[src/rtl/sigline_pkg.sv]
package sigline_pkg;

   // Line signal kinds carried by the channel; SK_NONE marks an empty slot.
   typedef enum logic [1:0] {
      SK_NONE = 2'd0,
      SK_REQ  = 2'd1,
      SK_ACK  = 2'd2,
      SK_IDLE = 2'd3
   } sig_kind_t;

   localparam int NUM_KINDS = 3;

endpackage

[src/rtl/sigline_enc.sv]
// Turns the per-kind send strobes into a kind code and flags multiple strobes.
module sigline_enc
   import sigline_pkg::*;
(
   input  logic      req,
   input  logic      ack,
   input  logic      idle,
   output sig_kind_t kind,
   output logic      any,
   output logic      multi
);

   always_comb begin
      kind = SK_NONE;
      if (req)       kind = SK_REQ;
      else if (ack)  kind = SK_ACK;
      else if (idle) kind = SK_IDLE;
   end

   assign any   = req | ack | idle;
   assign multi = (req & ack) | (req & idle) | (ack & idle);

endmodule

[src/rtl/sigline_slot.sv]
// One queue entry: a signal kind plus its age since it was sent.
module sigline_slot
   import sigline_pkg::*;
#(
   parameter int AGE_W = 12
) (
   input  logic             clk,
   input  logic             rst_n,
   input  logic             load_new,
   input  logic             load_fwd,
   input  logic             advance,
   input  sig_kind_t        kind_new,
   input  sig_kind_t        kind_fwd,
   input  logic [AGE_W-1:0] age_fwd,
   output sig_kind_t        kind_q,
   output logic [AGE_W-1:0] age_q
);

   always_ff @(posedge clk) begin
      if (!rst_n) begin
         kind_q <= SK_NONE;
         age_q  <= '0;
      end else if (load_new) begin
         kind_q <= kind_new;
         age_q  <= '0;
      end else if (load_fwd) begin
         // entry moving forward keeps its own age, plus the cycle just elapsed
         kind_q <= kind_fwd;
         age_q  <= age_fwd + AGE_W'(1);
      end else if (advance) begin
         age_q  <= age_q + AGE_W'(1);
      end
   end

endmodule

[src/rtl/sigline_dec.sv]
// Expands the head kind into one delivery strobe per kind, vector {idle, ack, req}.
module sigline_dec
   import sigline_pkg::*;
(
   input  logic                 fire,
   input  sig_kind_t            kind,
   output logic [NUM_KINDS-1:0] strobe
);

   for (genvar k = 0; k < NUM_KINDS; k++) begin : g_kind
      assign strobe[k] = fire && (kind == sig_kind_t'(k + 1));
   end

endmodule

[src/rtl/sigline_delay.sv]
// Two-entry delayed signal channel with per-entry age and a bounded delivery time.
module sigline_delay
   import sigline_pkg::*;
#(
   parameter int DLY_W = 12
) (
   input  logic             clk,
   input  logic             rst_n,
   input  logic             send_req,
   input  logic             send_ack,
   input  logic             send_idle,
   input  logic [DLY_W-1:0] dly_in,
   output logic             rcv_req,
   output logic             rcv_ack,
   output logic             rcv_idle,
   output logic             err
);

   localparam int SLOTS = 2;
   localparam int CNT_W = $clog2(SLOTS + 1);

   if (DLY_W < 1 || DLY_W > 24) begin : g_bad_width
      $error("sigline_delay: DLY_W must lie in 1..24");
   end

   sig_kind_t            snd_kind;
   logic                 snd_any;
   logic                 snd_multi;

   logic [CNT_W-1:0]     q_cnt;
   logic [CNT_W-1:0]     cnt_pop;
   logic [CNT_W-1:0]     cnt_n;
   logic [DLY_W-1:0]     dly_q;

   sig_kind_t            kind_s [SLOTS];
   logic [DLY_W-1:0]     age_s  [SLOTS];
   logic [SLOTS-1:0]     ld_new;
   logic [SLOTS-1:0]     ld_fwd;
   logic [SLOTS-1:0]     adv;

   logic                 fire;
   logic                 push;
   logic                 ovf;
   sig_kind_t            newest;
   logic [NUM_KINDS-1:0] rcv_vec;

   sigline_enc u_enc (
      .req   (send_req),
      .ack   (send_ack),
      .idle  (send_idle),
      .kind  (snd_kind),
      .any   (snd_any),
      .multi (snd_multi)
   );

   // the head leaves exactly when its age reaches the latched delay
   assign fire = (q_cnt != '0) && (age_s[0] == dly_q);

   always_comb begin
      cnt_pop = q_cnt - CNT_W'(fire);
      newest  = (q_cnt == CNT_W'(2)) ? kind_s[1] : kind_s[0];
      ld_new  = '0;
      ld_fwd  = '0;
      push    = 1'b0;
      ovf     = 1'b0;
      if (fire && q_cnt == CNT_W'(2)) ld_fwd[0] = 1'b1;
      // a send is judged against the queue after this cycle's delivery
      if (snd_any && !snd_multi) begin
         if (cnt_pop == '0) begin
            push      = 1'b1;
            ld_new[0] = 1'b1;
         end else if (snd_kind == newest) begin
            push      = 1'b0;   // repeat merges into the newest entry
         end else if (cnt_pop == CNT_W'(1)) begin
            push      = 1'b1;
            ld_new[1] = 1'b1;
         end else begin
            ovf       = 1'b1;
         end
      end
      cnt_n  = cnt_pop + CNT_W'(push);
      adv[0] = (q_cnt != '0);
      adv[1] = (q_cnt == CNT_W'(2));
   end

   for (genvar i = 0; i < SLOTS; i++) begin : g_slot
      sig_kind_t        fwd_kind;
      logic [DLY_W-1:0] fwd_age;
      if (i < SLOTS - 1) begin : g_mid
         assign fwd_kind = kind_s[i+1];
         assign fwd_age  = age_s[i+1];
      end else begin : g_tail
         assign fwd_kind = SK_NONE;
         assign fwd_age  = '0;
      end
      sigline_slot #(.AGE_W(DLY_W)) u_slot (
         .clk      (clk),
         .rst_n    (rst_n),
         .load_new (ld_new[i]),
         .load_fwd (ld_fwd[i]),
         .advance  (adv[i]),
         .kind_new (snd_kind),
         .kind_fwd (fwd_kind),
         .age_fwd  (fwd_age),
         .kind_q   (kind_s[i]),
         .age_q    (age_s[i])
      );
   end

   always_ff @(posedge clk) begin
      if (!rst_n) begin
         q_cnt <= '0;
         dly_q <= '0;
         err   <= 1'b0;
      end else begin
         q_cnt <= cnt_n;
         if (q_cnt == '0)      dly_q <= dly_in;
         if (snd_multi || ovf) err   <= 1'b1;
      end
   end

   sigline_dec u_dec (
      .fire   (fire),
      .kind   (kind_s[0]),
      .strobe (rcv_vec)
   );

   assign {rcv_idle, rcv_ack, rcv_req} = rcv_vec;

endmodule

[config.mk]
export PLATFORM = sky130hd
export DESIGN_NAME = sigline_delay
export DESIGN_NICKNAME = d
export VERILOG_FILES = /design/src/rtl/sigline_pkg.sv /design/src/rtl/sigline_enc.sv /design/src/rtl/sigline_slot.sv /design/src/rtl/sigline_dec.sv /design/src/rtl/sigline_delay.sv
export SDC_FILE = /design/constraint.sdc
export NUM_CORES = 1
export LEC_CHECK = 0
export BUFFER_PORTS_ARGS = -buffer_cell sky130_fd_sc_hd__buf_2
export CAP_MARGIN = 30
export CORE_ASPECT_RATIO = 1.75
export CORE_MARGIN = 3
export CORE_UTILIZATION = 55
export CTS_CLUSTER_DIAMETER = 120
export DETAILED_ROUTE_END_ITERATION = 7
export PLACE_DENSITY_LB_ADDON = 0.05
export SLEW_MARGIN = 20
export SYNTH_ARGS = -nofsm -noshare
export SYNTH_HDL_FRONTEND = slang
export SYNTH_SLANG_ARGS = --single-unit
[constraint.sdc]
create_clock -name clk -period 3.21 [get_ports clk]
set_input_delay 0.4815 -clock clk [delete_from_list [all_inputs] [get_ports clk]]
set_output_delay 0.4815 -clock clk [all_outputs]
set_load 0.005 [all_outputs]
==> flow_summary.ini <==
[routing]
routed-via-count = 2130
drt_pre_antenna_iters = 4
avgRoutedWirePerCell_um = 13.82
ant_nets = 0
detail_route.vias_per_cell = 5.710
dr.first_iter.drc_count = 71
post_detailed_routing_wire_length_um = 5156
drt_drc_violations_left = 0

[sta]
finalSetupViolations = 0
hold_ws_ns = 0.4174
final.min_clock_period_ns = 2.633
max_clock_freq_mhz = 379.8
maxSlewHeadroom = 0.6793
timing.final.hold_violations = 0
fin_ws_ns = 0.5772
setup_total_negative_slack_ns = 0
setup_repair_after_global_routing_missed_its_margin = false
skew_ns = 0.004170
finalMaxSlewViolations = 0
min_period_over_period = 0.8202
worst_pin_slew_ns = 0.4798

[placement]
pre_cts_ws_ns = 0.5647
buffer_ports.inserted = 20
placed_cells = 365
place.detailed.hpwl_um = 3881
routabilityCongestion = 0.8340

[pwr]
power.density_mw_per_mm2 = 628.9
leakagePower_uw = 0.0009973
ir_worst_vdd_mv = 0.5253

[floorplanning]
dieWidth_um = 56.43
initial_core_util = 0.5789
rows = 31
core_area_sq_mm = 0.004228
design.die.area_sq_mm = 0.005318
floorplan.die.height_um = 94.25
top_level_ports = 21

[grt]
grt_pass1_wl_um = 8976
total_routing_usage_reported_by_global_routing = 0.2097
grt_start_max_net_pins = 29
initial_antenna_violation_count = 0
number_of_global_route_vias_before_repair = 2030
grt_remaining_overflow = 0

[hold_path]
timing.hold.worst.class = in -> reg

[critical_path]
worst-endpoint-arrival_ns = 2.81
critical_path.startpoint_type = flop
maximum_fanout_count_along_the_critical_path = 12
req_time_crit_path_ns = 3.38
timing.critical_path.to_type = flop
timing_worst_setup_path_type = reg -> reg

[final_layout]
multi_input_comb_area_sq_mm = 0.001468
area_growth_pct = 7.771
antenna-diode-count = 0
num-fill-cells = 418
final_non_filler_cells = 373
utilization = 0.6239
seq_area_sq_um = 860.8
nets = 344
layout-drive-gt1-share = 0.1296

[synthesis]
synth_enable_flop_cells = 0
synth.lib_cells_used.distinct = 46
synth.net_count = 330
yosys_register_bits = 43
synthArstFlopShare = 0
post_synth_inst_count = 309
syn-mean-instance-area_sq_um = 7.920
dominantRegCellSynth = sky130_fd_sc_hd__dfxtp_1
syn-cell-area_sq_mm = 0.002447
synth_seq_area_share = 0.3517
ys_warn_count = 0

[status]
run_status = complete, no violations

[cts]
clock_tree.htree_level_count = 2
cts_tree = built
postCtsSetupRepairBufs = 0
clk-insertion-delay-late_ns = 0.29
cts_buffer_depth = 2
total_clock_sinks = 43
post_cts.resized_instances = 0
clockRootBuffer = sky130_fd_sc_hd__clkbuf_8
cts-buffers-inserted = 5
cts.reportedPaths.clkPinSlew_ns = 0.08
post_cts_hold_buffer_count = 0

[job]
drv_cap = 0
[metrics by stage]
step           power (uW)  cell area [sq um]
2_1_floorplan        1192               2447
3_3_place_gp         1333               2554
3_5_place_dp         1340               2554
4_1_cts              1678               2638
5_1_grt              1795               2638
6_report             1659               2638
[cell usage after synthesis, types with 7 or more instances]
master                     count  area share
sky130_fd_sc_hd__inv_1         9       0.014
sky130_fd_sc_hd__nor2_1       35       0.054
sky130_fd_sc_hd__mux2i_1       7       0.029
sky130_fd_sc_hd__nand3_1      17       0.035
sky130_fd_sc_hd__nand2_1      48       0.074
sky130_fd_sc_hd__xnor2_1      17       0.061
sky130_fd_sc_hd__xor2_1       17       0.061
sky130_fd_sc_hd__a21oi_1      21       0.043
sky130_fd_sc_hd__dfxtp_1      43        0.35
sky130_fd_sc_hd__clkbuf_1      9       0.014
sky130_fd_sc_hd__a31oi_1       7       0.018
[worst paths after layout]
| kind | to | depth (start not counted) | slack (ns) | start |
|---|---|---|---|---|
| worst max-delay path | g_slot[0].u_slot.age_q[11] | 9 | 0.58 | g_slot[0].u_slot.age_q[3] |
| worst min register to register | dly_q[6] | 2 | 0.47 | dly_q[6] |
| worst min-delay path | dly_q[5] | 3 | 0.42 | dly_in[5] |
| worst max register to register | g_slot[0].u_slot.age_q[11] | 9 | 0.58 | g_slot[0].u_slot.age_q[3] |
[final cells by class]
cell class / count / share of cell area
Multi-Input combinational cell: 240 / 0.5565
Timing Repair Buffer: 24 / 0.04934
Clock buffer: 5 / 0.02609
Tap cell: 49 / 0.02324
Inverter: 9 / 0.01281
Clock inverter: 3 / 0.005693
Sequential cell: 43 / 0.3264
[sequential cells by signal, indices dropped and copies added, names as in the netlist]
name and flops:
g_slot.u_slot.age_q 24, g_slot.u_slot.kind_q 4, err 1, dly_q 12
q_cnt 2
[report_power, final]
group,switching (uW),internal [uW],total (uW)
logic,376,233,609
clock network,187,149,336
registers,89.4,624,713
[per-layer routing]
layer,global-route usage,vias up,wire [um],part of all wire
met5,0,-,0,0
met4,0.07525,0,119,0.023
met3,0.04539,10,178,0.035
met2,0.3803,35,2732,0.53
met1,0.2351,986,2126,0.41
li1,-,1099,-,-
[worst max-delay path, stage by stage, from the launching register on]
cell	delay [ns]
sky130_fd_sc_hd__dfxtp_1	0.47
sky130_fd_sc_hd__xor2_1	0.10
sky130_fd_sc_hd__nor3_1	0.21
sky130_fd_sc_hd__and4_4	0.25
sky130_fd_sc_hd__and3_1	0.23
sky130_fd_sc_hd__ha_1	0.19
sky130_fd_sc_hd__xnor2_1	0.21
sky130_fd_sc_hd__nand3_1	0.26
sky130_fd_sc_hd__nand2_1	0.45
sky130_fd_sc_hd__o32ai_2	0.14
[cell usage in the layout (no fill, tap or decap), drive strengths merged, types with 2 or more instances in the layout]
master	instances
o21ai	5
a21oi	21
a21o	2
or4	6
nand2	48
or3	2
dfxtp	43
clkinv	3
or2	3
nor3	6
clkbuf	5
a31oi	8
and3	6
nand3b	3
and2	2
ha	4
nand4	5
buf	24
or4b	2
nand3	17
xor2	17
a2bb2oi	2
o22ai	2
inv	9
a22oi	6
mux2i	7
mux2	4
a211oi	3
xnor2	17
nor2	35
[cells by family after synthesis]
family | count (synthesis) | synth area share
buffers and inverters | 26 | 0.04959
adder cells (fa/ha/maj) | 4 | 0.02045
multiplexers | 11 | 0.04703
AND/OR/NAND/NOR | 141 | 0.2766
flip-flops | 43 | 0.3517
XOR/XNOR | 34 | 0.1217
AO/OA/AOI/OAI | 50 | 0.1329
Power figures use the tool's default switching activity.
